===== src/rtl/rf_ctrl_pkg.sv =====
package rf_ctrl_pkg;
  localparam int STATUS_W = 5;
  localparam int CMD_W    = 5;

  localparam logic [STATUS_W-1:0] ST_BUSY_RX = 5'h01;
  localparam logic [STATUS_W-1:0] ST_BUSY_TX = 5'h02;
  localparam logic [STATUS_W-1:0] ST_RX_ON   = 5'h06;
  localparam logic [STATUS_W-1:0] ST_OFF     = 5'h08;
  localparam logic [STATUS_W-1:0] ST_PLL_ON  = 5'h09;
  localparam logic [STATUS_W-1:0] ST_SLEEP   = 5'h0F;
  localparam logic [STATUS_W-1:0] ST_TRANS   = 5'h1F;

  localparam logic [CMD_W-1:0] CMD_TX_START  = 5'h02;
  localparam logic [CMD_W-1:0] CMD_FORCE_OFF = 5'h03;
  localparam logic [CMD_W-1:0] CMD_FORCE_PLL = 5'h04;
  localparam logic [CMD_W-1:0] CMD_RX_ON     = 5'h06;
  localparam logic [CMD_W-1:0] CMD_OFF       = 5'h08;
  localparam logic [CMD_W-1:0] CMD_PLL_ON    = 5'h09;

  typedef enum logic [2:0] {
    S_OFF, S_SLEEP, S_SETTLE, S_PLL, S_RX, S_BUSY_RX, S_BUSY_TX
  } trx_state_e;

  typedef struct packed {
    logic tx_start;
    logic force_off;
    logic force_pll;
    logic rx_on;
    logic off;
    logic pll_on;
  } trx_cmd_t;

  function automatic logic [STATUS_W-1:0] status_of(trx_state_e s);
    case (s)
      S_OFF:     return ST_OFF;
      S_SLEEP:   return ST_SLEEP;
      S_SETTLE:  return ST_TRANS;
      S_PLL:     return ST_PLL_ON;
      S_RX:      return ST_RX_ON;
      S_BUSY_RX: return ST_BUSY_RX;
      S_BUSY_TX: return ST_BUSY_TX;
      default:   return ST_OFF;
    endcase
  endfunction
endpackage


===== src/rtl/rf_cmd_decode.sv =====
module rf_cmd_decode
  import rf_ctrl_pkg::*;
(
  input  logic             cmd_valid,
  input  logic [CMD_W-1:0] cmd_code,
  output trx_cmd_t         cmd
);
  always_comb begin
    cmd = '0;
    if (cmd_valid) begin
      case (cmd_code)
        CMD_TX_START:  cmd.tx_start  = 1'b1;
        CMD_FORCE_OFF: cmd.force_off = 1'b1;
        CMD_FORCE_PLL: cmd.force_pll = 1'b1;
        CMD_RX_ON:     cmd.rx_on     = 1'b1;
        CMD_OFF:       cmd.off       = 1'b1;
        CMD_PLL_ON:    cmd.pll_on    = 1'b1;
        default:       cmd = '0;
      endcase
    end
  end
endmodule


===== src/rtl/rf_power_seq.sv =====
module rf_power_seq (
  input  logic clk,
  input  logic rst_n,
  input  logic pwr_req,
  input  logic reg_settled,
  input  logic pll_locked,
  output logic areg_en,
  output logic synth_en,
  output logic locked,
  output logic lock_irq
);
  logic areg_q, synth_q, lock_q, irq_q;
  logic lock_now;

  assign lock_now = pwr_req & synth_q & pll_locked;

  always_ff @(posedge clk or negedge rst_n) begin
    if (!rst_n) begin
      areg_q  <= 1'b0;
      synth_q <= 1'b0;
      lock_q  <= 1'b0;
      irq_q   <= 1'b0;
    end else begin
      areg_q  <= pwr_req;
      synth_q <= pwr_req & areg_q & (synth_q | reg_settled);
      lock_q  <= lock_now;
      irq_q   <= lock_now & ~lock_q;
    end
  end

  assign areg_en  = areg_q;
  assign synth_en = synth_q;
  assign locked   = lock_q;
  assign lock_irq = irq_q;
endmodule


===== src/rtl/rf_state_fsm.sv =====
module rf_state_fsm
  import rf_ctrl_pkg::*;
(
  input  logic                clk,
  input  logic                rst_n,
  input  trx_cmd_t            cmd,
  input  logic                sleep_pin,
  input  logic                reset_req,
  input  logic                synth_ready,
  input  logic                locked,
  input  logic                rx_frame_start,
  input  logic                rx_frame_end,
  input  logic                tx_done,
  output logic [STATUS_W-1:0] status,
  output logic                pwr_req,
  output logic                rx_enable,
  output logic                wake_irq,
  output logic                fbuf_clear,
  output logic                cipher_clear,
  output logic                regs_reset
);
  trx_state_e state_q, state_d;
  logic pend_q, pend_d;
  logic boot_q, wake_q, clr_q, rrst_q;
  logic any_off;

  assign any_off = cmd.force_off | cmd.off;

  always_comb begin
    state_d = state_q;
    pend_d  = pend_q;
    if (reset_req) begin
      state_d = S_OFF;
      pend_d  = 1'b0;
    end else begin
      case (state_q)
        S_OFF: begin
          if (sleep_pin)       state_d = S_SLEEP;
          else if (cmd.pll_on) state_d = S_SETTLE;
        end
        S_SLEEP: if (!sleep_pin) state_d = S_OFF;
        S_SETTLE: begin
          if (any_off)          state_d = S_OFF;
          else if (synth_ready) state_d = S_PLL;
        end
        S_PLL: begin
          if (any_off)           state_d = S_OFF;
          else if (cmd.rx_on)    state_d = S_RX;
          else if (cmd.tx_start) state_d = S_BUSY_TX;
        end
        S_RX: begin
          if (any_off)                           state_d = S_OFF;
          else if (cmd.force_pll || cmd.pll_on)  state_d = S_PLL;
          else if (rx_frame_start && locked)     state_d = S_BUSY_RX;
        end
        S_BUSY_RX, S_BUSY_TX: begin
          if (cmd.force_off) begin
            state_d = S_OFF;
            pend_d  = 1'b0;
          end else if (cmd.force_pll) begin
            state_d = S_PLL;
            pend_d  = 1'b0;
          end else begin
            if (cmd.off) pend_d = 1'b1;
            if ((state_q == S_BUSY_RX && rx_frame_end) ||
                (state_q == S_BUSY_TX && tx_done)) begin
              pend_d = 1'b0;
              if (pend_q || cmd.off)        state_d = S_OFF;
              else if (state_q == S_BUSY_RX) state_d = S_RX;
              else                           state_d = S_PLL;
            end
          end
        end
        default: state_d = S_OFF;
      endcase
    end
  end

  always_ff @(posedge clk or negedge rst_n) begin
    if (!rst_n) begin
      state_q <= S_OFF;
      pend_q  <= 1'b0;
      boot_q  <= 1'b1;
      wake_q  <= 1'b0;
      clr_q   <= 1'b0;
      rrst_q  <= 1'b0;
    end else begin
      state_q <= state_d;
      pend_q  <= pend_d;
      boot_q  <= 1'b0;
      wake_q  <= boot_q | reset_req |
                 (state_q == S_SLEEP && state_d == S_OFF);
      clr_q   <= (state_q == S_OFF) && (state_d == S_SLEEP);
      rrst_q  <= reset_req;
    end
  end

  assign status       = status_of(state_q);
  assign pwr_req      = (state_q != S_OFF) && (state_q != S_SLEEP);
  assign rx_enable    = (state_q == S_RX) && locked;
  assign wake_irq     = wake_q;
  assign fbuf_clear   = clr_q;
  assign cipher_clear = clr_q;
  assign regs_reset   = rrst_q;
endmodule


===== src/rtl/rf_state_ctrl.sv =====
module rf_state_ctrl
  import rf_ctrl_pkg::*;
(
  input  logic                clk,
  input  logic                rst_n,
  input  logic                cmd_valid,
  input  logic [CMD_W-1:0]    cmd_code,
  input  logic                sleep_pin,
  input  logic                reset_req,
  input  logic                reg_settled,
  input  logic                pll_locked,
  input  logic                rx_frame_start,
  input  logic                rx_frame_end,
  input  logic                tx_done,
  output logic [STATUS_W-1:0] status,
  output logic                areg_en,
  output logic                synth_en,
  output logic                rx_enable,
  output logic                lock_irq,
  output logic                wake_irq,
  output logic                fbuf_clear,
  output logic                cipher_clear,
  output logic                regs_reset
);
  trx_cmd_t cmd;
  logic     pwr_req;
  logic     locked;

  rf_cmd_decode u_dec (
    .cmd_valid (cmd_valid),
    .cmd_code  (cmd_code),
    .cmd       (cmd)
  );

  rf_power_seq u_pwr (
    .clk         (clk),
    .rst_n       (rst_n),
    .pwr_req     (pwr_req),
    .reg_settled (reg_settled),
    .pll_locked  (pll_locked),
    .areg_en     (areg_en),
    .synth_en    (synth_en),
    .locked      (locked),
    .lock_irq    (lock_irq)
  );

  rf_state_fsm u_fsm (
    .clk            (clk),
    .rst_n          (rst_n),
    .cmd            (cmd),
    .sleep_pin      (sleep_pin),
    .reset_req      (reset_req),
    .synth_ready    (synth_en),
    .locked         (locked),
    .rx_frame_start (rx_frame_start),
    .rx_frame_end   (rx_frame_end),
    .tx_done        (tx_done),
    .status         (status),
    .pwr_req        (pwr_req),
    .rx_enable      (rx_enable),
    .wake_irq       (wake_irq),
    .fbuf_clear     (fbuf_clear),
    .cipher_clear   (cipher_clear),
    .regs_reset     (regs_reset)
  );
endmodule


===== config.mk =====
export PLATFORM = sky130hd
export DESIGN_NAME = rf_state_ctrl
export DESIGN_NICKNAME = d
export VERILOG_FILES = /design/src/rtl/rf_ctrl_pkg.sv /design/src/rtl/rf_cmd_decode.sv /design/src/rtl/rf_power_seq.sv /design/src/rtl/rf_state_fsm.sv /design/src/rtl/rf_state_ctrl.sv
export SDC_FILE = /design/constraint.sdc
export NUM_CORES = 1
export LEC_CHECK = 0
export BUFFER_PORTS_ARGS = -buffer_cell sky130_fd_sc_hd__buf_2
export CAP_MARGIN = 20
export CORE_ASPECT_RATIO = 1.75
export CORE_MARGIN = 3
export CORE_UTILIZATION = 26
export CTS_CLUSTER_SIZE = 20
export DETAILED_ROUTE_END_ITERATION = 10
export SLEW_MARGIN = 30
export SYNTH_ARGS = -nofsm -noshare
export SYNTH_HDL_FRONTEND = slang
export SYNTH_SLANG_ARGS = --single-unit
export TNS_END_PERCENT = 100

===== constraint.sdc =====
create_clock -name clk -period 3.43 [get_ports clk]
set_input_delay 0.686 -clock clk [delete_from_list [all_inputs] [get_ports clk]]
set_output_delay 0.686 -clock clk [all_outputs]
set_load 0.01 [all_outputs]

==> results.tsv, run 1 <==
metric	value	unit
grt_pass1_vias	926	
finalSetupViolCount	0	
swShare	23.3	%
fp.dieW	49.9	microns
grt.overflow.total	0	
fin_area	1090	sq um
max_freq	449	MHz
insertion_delay	230	ps
p_int	267	uW
combPwrFrac	14.4	%
synth.top_cell.area_share	31.3	%
worst_clock_skew	2.84	ps
crit_arrival	1540	ps
p_per_area	319	nW/um^2
cp-end-kind	output port	
final_antenna_net_count	0	
cap_violations	0	
dpl_cell_area	1040	sq um
synth_warnings	0	
io_pins	28	
cts_buffer_depth	2	
cts_tree	done	
wire_per_inst	14.2	microns
syn_to_final_growth	24.4	%
cts_made_buffers	3	
start_kind	flop	
cts_num_sinks	12	
run_status	complete, no violations	
hold_class	input pin to asynchronous set/reset pin	
drtIter0Drc	22	
cts_root_buffer	clkbuf_8	
vdd_drop_max	0.127	mV
vias	874	
ctsResizeCount	0	
h-tree-depth	1	
dpl.hpwl	1910	microns
n_antenna_cell	0	
fin_nets	138	
p_sw	81.3	uW
rsz0062_at_grt	no	
power	348	uW
dpl_worst_slack	1430	ps
fin_crit	2230	ps
finalMaxSlewViolations	0	
wl	2340	microns
drive_above_1_share	32.8	%
synth_area_leaders	dfrtp_1 31%, o211ai_1 5.1%, nand2b_1 4.3%, nor3b_2 4.3%, dfstp_2 3.0%	
synth_ff_type	dfrtp_1	
fin_crit_sh	65.0	%
tns	0	ps
yosysSeqAreaShare	34.3	%
postSynthCellCount	96	
grt_max_degree	17	
post_cts_buffers	0	
tightest_slew	506	ps
core-area	3210	sq um
ys_seq_elements	12	
syn_area_per_cell	9.15	sq um
drt_first_pass_iters	4	
required	2740	ps
synth_top_cell_by_area	dfrtp_1	
start_util	27.4	%
drcViolationCount	0	
grtUsageTotal	12.3	%
rows	27	
slew_headroom	66.3	%
path_clk_slew	50	ps
die_area	4140	sq um
path_class	flop to output port	
p_seq_share	42.9	%
hold_viol_final	0	
via_per_inst	5.30	
synth_commonest_cells	11 x dfrtp_1, 7 x nor2_1, 6 x nand2b_1, 6 x o211ai_1, 5 x nand2_1	
critPathMaxFanout	16	
clock_power_share	42.7	%
synth_nets	111	
synth_area	878	sq um
async_reset_ff_share	100	%
utilization	34.0	%
io_buffers	27	
cts_hold_repair.buffers	0	
grt_pass1_wl	4000	microns
gp_congestion	0.850	
setup_ws	1200	ps
synth_cell_types	42	
yosysMostFrequentCell	dfrtp_1	
synth_edf_count	0	
die_h	82.9	microns
antenna_found_initial	0	
leakage	0.496	nW
-- power by group through the flow --
stage	combinational, mW	clock (mW)	sequential, mW
2_1_floorplan	0.0269	0	0.151
4_1_cts	0.0507	0.150	0.150
3_5_place_dp	0.0505	0	0.152
6_report	0.0501	0.149	0.150
5_1_grt	0.0561	0.159	0.150
3_3_place_gp	0.0495	0	0.152
-- stage by stage --
stage | hold WS [ps] | instances
finish | 316 | 165
global route | 330 | 165
CTS | 325 | 165
detailed placement | 416 | 161
global placement | 408 | 161
floorplan | 390 | 96
-- sequential cells by signal, indices dropped and copies added, names as in the netlist --
register	count
u_fsm.cipher_clear	1
u_fsm.pend_q	1
u_pwr.synth_en	1
u_pwr.lock_irq	1
u_pwr.locked	1
u_fsm.boot_q	1
u_pwr.areg_en	1
u_fsm.state_q	3
u_fsm.regs_reset	1
u_fsm.wake_irq	1
-- final cells by class --
| class | count | area (sq um) |
|---|---|---|
| clock buffer | 4 | 55.1 |
| fill | 346 | 2120 |
| inverter | 4 | 15.0 |
| multi-input combinational | 75 | 532 |
| sequential | 12 | 302 |
| tap | 43 | 53.8 |
| timing repair buffer | 27 | 135 |
-- path summary, 6_finish.rpt --
kind | startpoint | to | slack [ps] | depth (start not counted)
worst min register to register | u_pwr.locked$_DFF_PN0_ | u_pwr.lock_irq$_DFF_PN0_ | 420 | 1
worst max register to register | u_fsm.state_q[0]$_DFF_PN0_ | u_fsm.state_q[1]$_DFF_PN0_ | 1800 | 4
min in group clk | u_pwr.locked$_DFF_PN0_ | u_pwr.lock_irq$_DFF_PN0_ | 420 | 1
worst max-delay path | u_fsm.state_q[0]$_DFF_PN0_ | status[2] | 1200 | 3
max in group asynchronous | rst_n | u_fsm.boot_q$_DFF_PN1_ | 2850 | 1
worst min-delay path | rst_n | u_fsm.state_q[1]$_DFF_PN0_ | 320 | 1
-- critical path, stage by stage, from the launching register on --
cell and delay (ps):
dfrtp_1 650, nor2_1 220, mux2_2 300, buf_2 140
-- per-layer routing --
layer	up-vias	GRT usage [%]	wire, microns
li1	411	-	-
met1	416	10.9	826
met2	35	22.4	1260
met3	12	2.69	117
met4	0	9.82	129
met5	-	0	0
-- kinds of logic (layout without fill, tap and decap cells) --
group / count (synthesis) / in the layout / synth area share, %
buf+inv: 9 / 35 / 5.13
mux: 1 / 1 / 1.28
flops: 12 / 12 / 34.3
other cells: 1 / 1 / 0.427
compound gates: 29 / 29 / 24.9
xor+xnor: 2 / 2 / 1.99
simple gates: 42 / 42 / 31.9
-- layout by cell type (no fill, tap or decap), types with 2 or more instances in the layout --
master / Yosys / routed
a211oi_1: 2 / 2
clkbuf_8: 0 / 4
nand2_1: 5 / 5
nor3b_2: 3 / 3
nor3_1: 2 / 2
inv_1: 4 / 4
buf_2: 3 / 27
and3b_1: 2 / 2
o22ai_1: 2 / 2
nor2_1: 7 / 7
a211o_1: 2 / 2
nand3b_1: 2 / 2
nand2b_1: 6 / 6
and3_1: 3 / 3
o21ai_0: 4 / 4
nor2b_1: 4 / 4
a31oi_1: 2 / 2
o211ai_1: 6 / 6
dfrtp_1: 11 / 11
a21oi_1: 2 / 2
(Power assumes the default switching activity.)
==> run 2, diff against run 1 <==
ABC_AREA = 1   (was not set)
clock period = 1.88 ns   (was 3.43 ns; I/O delays follow)
==> results.tsv, run 2 <==
metric	value	unit	change
reg2reg_slack	400	ps	-1400 ps
wire_per_inst	10.8	microns	-24%
synth_edf_count	0		unchanged
start_kind	flop		
cts_num_sinks	12		unchanged
postSynthCellCount	122		+27%
path_clk_slew	60	ps	about the same
largest_register_ff_count	3		unchanged
vias	867		-0.80%
final_common_cell	nand2_1		
critPathMaxFanout	7		-9
top_register	u_fsm.state_q		
finalSetupViolCount	0		unchanged
wl	2080	microns	-11%
globalRouteMet3Util	2.24	%	-0.45 points
async_reset_ff_share	100	%	unchanged
cp-end-kind	output port		
n_antenna_cell	0		unchanged
hold_ws	4.30	ps	-311 ps
cts_buffer_depth	2		unchanged
max_freq	572	MHz	
finalMaxSlewViolations	0		unchanged
grt_pass1_vias	813		-12%
synth_cell_types	25		-40%
cap_violations	0		unchanged
synth_area	815	sq um	-7.3%
io_buffers	27		unchanged
synth_warnings	0		unchanged
drive_above_1_share	31.1	%	-1.7 points
post_cts_buffers	0		unchanged
core-area	2960	sq um	-7.8%
drcViolationCount	0		unchanged
io_pins	28		unchanged
synth_ff_type	dfrtp_1		
gp_congestion	0.970		+14%
rows	26		-3.7%
synth_area_leaders	dfrtp_1 34%, nand2_1 14%, inv_1 9.7%, nor2_1 6.5%, nand3_1 6.1%		
fin_crit_sh	93.1	%	
layout_common_cells	30 x nand2_1, 27 x buf_2, 21 x inv_1		
h-tree-depth	1		unchanged
path_delay_family	flip-flops		
path_buf_inv	3		+2
setup_ws	130	ps	-1070 ps
tns	0	ps	unchanged
grtUsageTotal	11.4	%	-0.88 points
cts_made_buffers	3		unchanged
syn_to_final_growth	28.3	%	
rsz0062_at_grt	no		
reg2reg_from	u_fsm.state_q[0]$_DFF_PN0_		
grt.overflow.total	0		unchanged
start_util	27.5	%	+0.15 points
hold_viol_final	0		unchanged
cts_hold_repair.buffers	0		unchanged
leakage	0.597	nW	+20%
cts_root_buffer	clkbuf_8		
fin_nets	167		+21%
cp-startpoint	u_fsm.state_q[1]$_DFF_PN0_		
drtIter0Drc	31		+41%
p_per_area	595	nW/um^2	+87%
syn_area_per_cell	6.68	sq um	-27%
synth.top_cell.area_share	33.8	%	+2.5 points
top_usage_layer	met2		
grt_max_degree	13		-4
fin_crit	1750	ps	
worst_clock_skew	6.04	ps	+3.21 ps
drt_first_pass_iters	4		unchanged
ys_seq_elements	12		unchanged
final_antenna_net_count	0		unchanged
globalRouteMet1Util	11.4	%	+0.49 points
path_class	flop to output port		
dpl.hpwl	1790	microns	-6.1%
synth_commonest_cells	30 x nand2_1, 21 x inv_1, 14 x nor2_1		
vdd_drop_max	0.294	mV	+130%
die_h	80.0	microns	-3.4%
critPathMaxStageDelay	460	ps	-190 ps
run_status	complete, no violations		
synth_top_cell_by_area	dfrtp_1		
crit_arrival	1370	ps	-170 ps
die_area	3870	sq um	-6.6%
path_cells	inv_2, nand2_1, o22ai_1, inv_1, o21ai_0, buf_2		
insertion_delay	240	ps	about the same
slowest_stage	dfrtp_2		
grt_pass1_wl	3460	microns	-13%
use_met2	22.4	%	-0.061 points
cts_tree	done		
yosysSeqAreaShare	37.0	%	+2.7 points
yosysMostFrequentCell	nand2_1		
via_per_inst	4.49		-15%
hold_class	input pin to asynchronous set/reset pin		
required	1500	ps	-1240 ps
antenna_found_initial	0		unchanged
fp.dieW	48.3	microns	-3.3%
dpl_worst_slack	286	ps	-1150 ps
synth_nets	137		+23%
## run 2: cell count changes after synthesis, sizes merged, moves of 3 or more
cell / before / now
nor3b: 4 / 1
o211ai: 6 / 1
and3: 3 / 0
nor2b: 4 / 0
nor2: 7 / 18
nand4: 0 / 5
inv: 4 / 24
nand2: 5 / 32
nand3: 1 / 12
nand2b: 6 / 0
## run 2: what timing repair did
action,CTS,global route
endpoints found under the hold margin,0,0
resized for setup,0,3
setup endpoints to repair,0,2
## run 2: kinds of logic after synthesis
logic type      synth area share (%)
buf+inv                         14.0
flops                           37.0
other cells                    0.460
compound gates                  7.99
simple gates                    40.6
## run 2: metrics by stage
stage	instance area (sq um)	util, %	std cells	power [mW]
6_report	1040	35.3	193	0.622
5_1_grt	1040	35.3	193	0.654
4_1_cts	1040	35.2	193	0.632
3_5_place_dp	986	33.3	189	0.351
3_3_place_gp	986	33.3	189	0.349
2_1_floorplan	815	-	122	0.312
## run 2: where the power goes
group	leakage [nW]	total [mW]	switching [mW]	internal (mW)
clock network	0.0288	0.276	0.0917	0.185
logic	0.417	0.0741	0.0454	0.0287
registers	0.151	0.271	0.00564	0.266
total	0.597	0.622	0.143	0.479
## run 2: worst paths after layout
path / cells after the start / end
setup / recovery: 6 / status[1]
max in group asynchronous: 1 / u_fsm.boot_q$_DFF_PN1_
hold / removal: 1 / u_pwr.lock_irq$_DFF_PN0_
hold reg to reg: 1 / u_pwr.lock_irq$_DFF_PN0_
setup reg to reg: 8 / u_fsm.wake_irq$_DFF_PN0_
min in group clk: 1 / u_fsm.regs_reset$_DFF_PN0_
## run 2: area by class of cell
cell class / instances / area, sq um
clock buffer: 4 / 55.1
sequential: 12 / 305
timing repair buffer: 28 / 143
inverter: 24 / 90.1
tap: 42 / 52.6
multi-input combinational: 83 / 399
fill: 326 / 1920
## run 2: worst reg2reg max path: cells and delay by family, from the launching register on
kind            cells  cell delay (ps)
compound gates      1              270
buf+inv             1              140
simple gates        6              480
flops               1              490
## run 2: layer usage
metal	routed length, microns	part of all wire [%]	vias up
li1	-	-	441
met1	753	36	388
met2	1170	56	34
met5	0	0	-
met4	40	1.9	0
met3	115	5.5	4
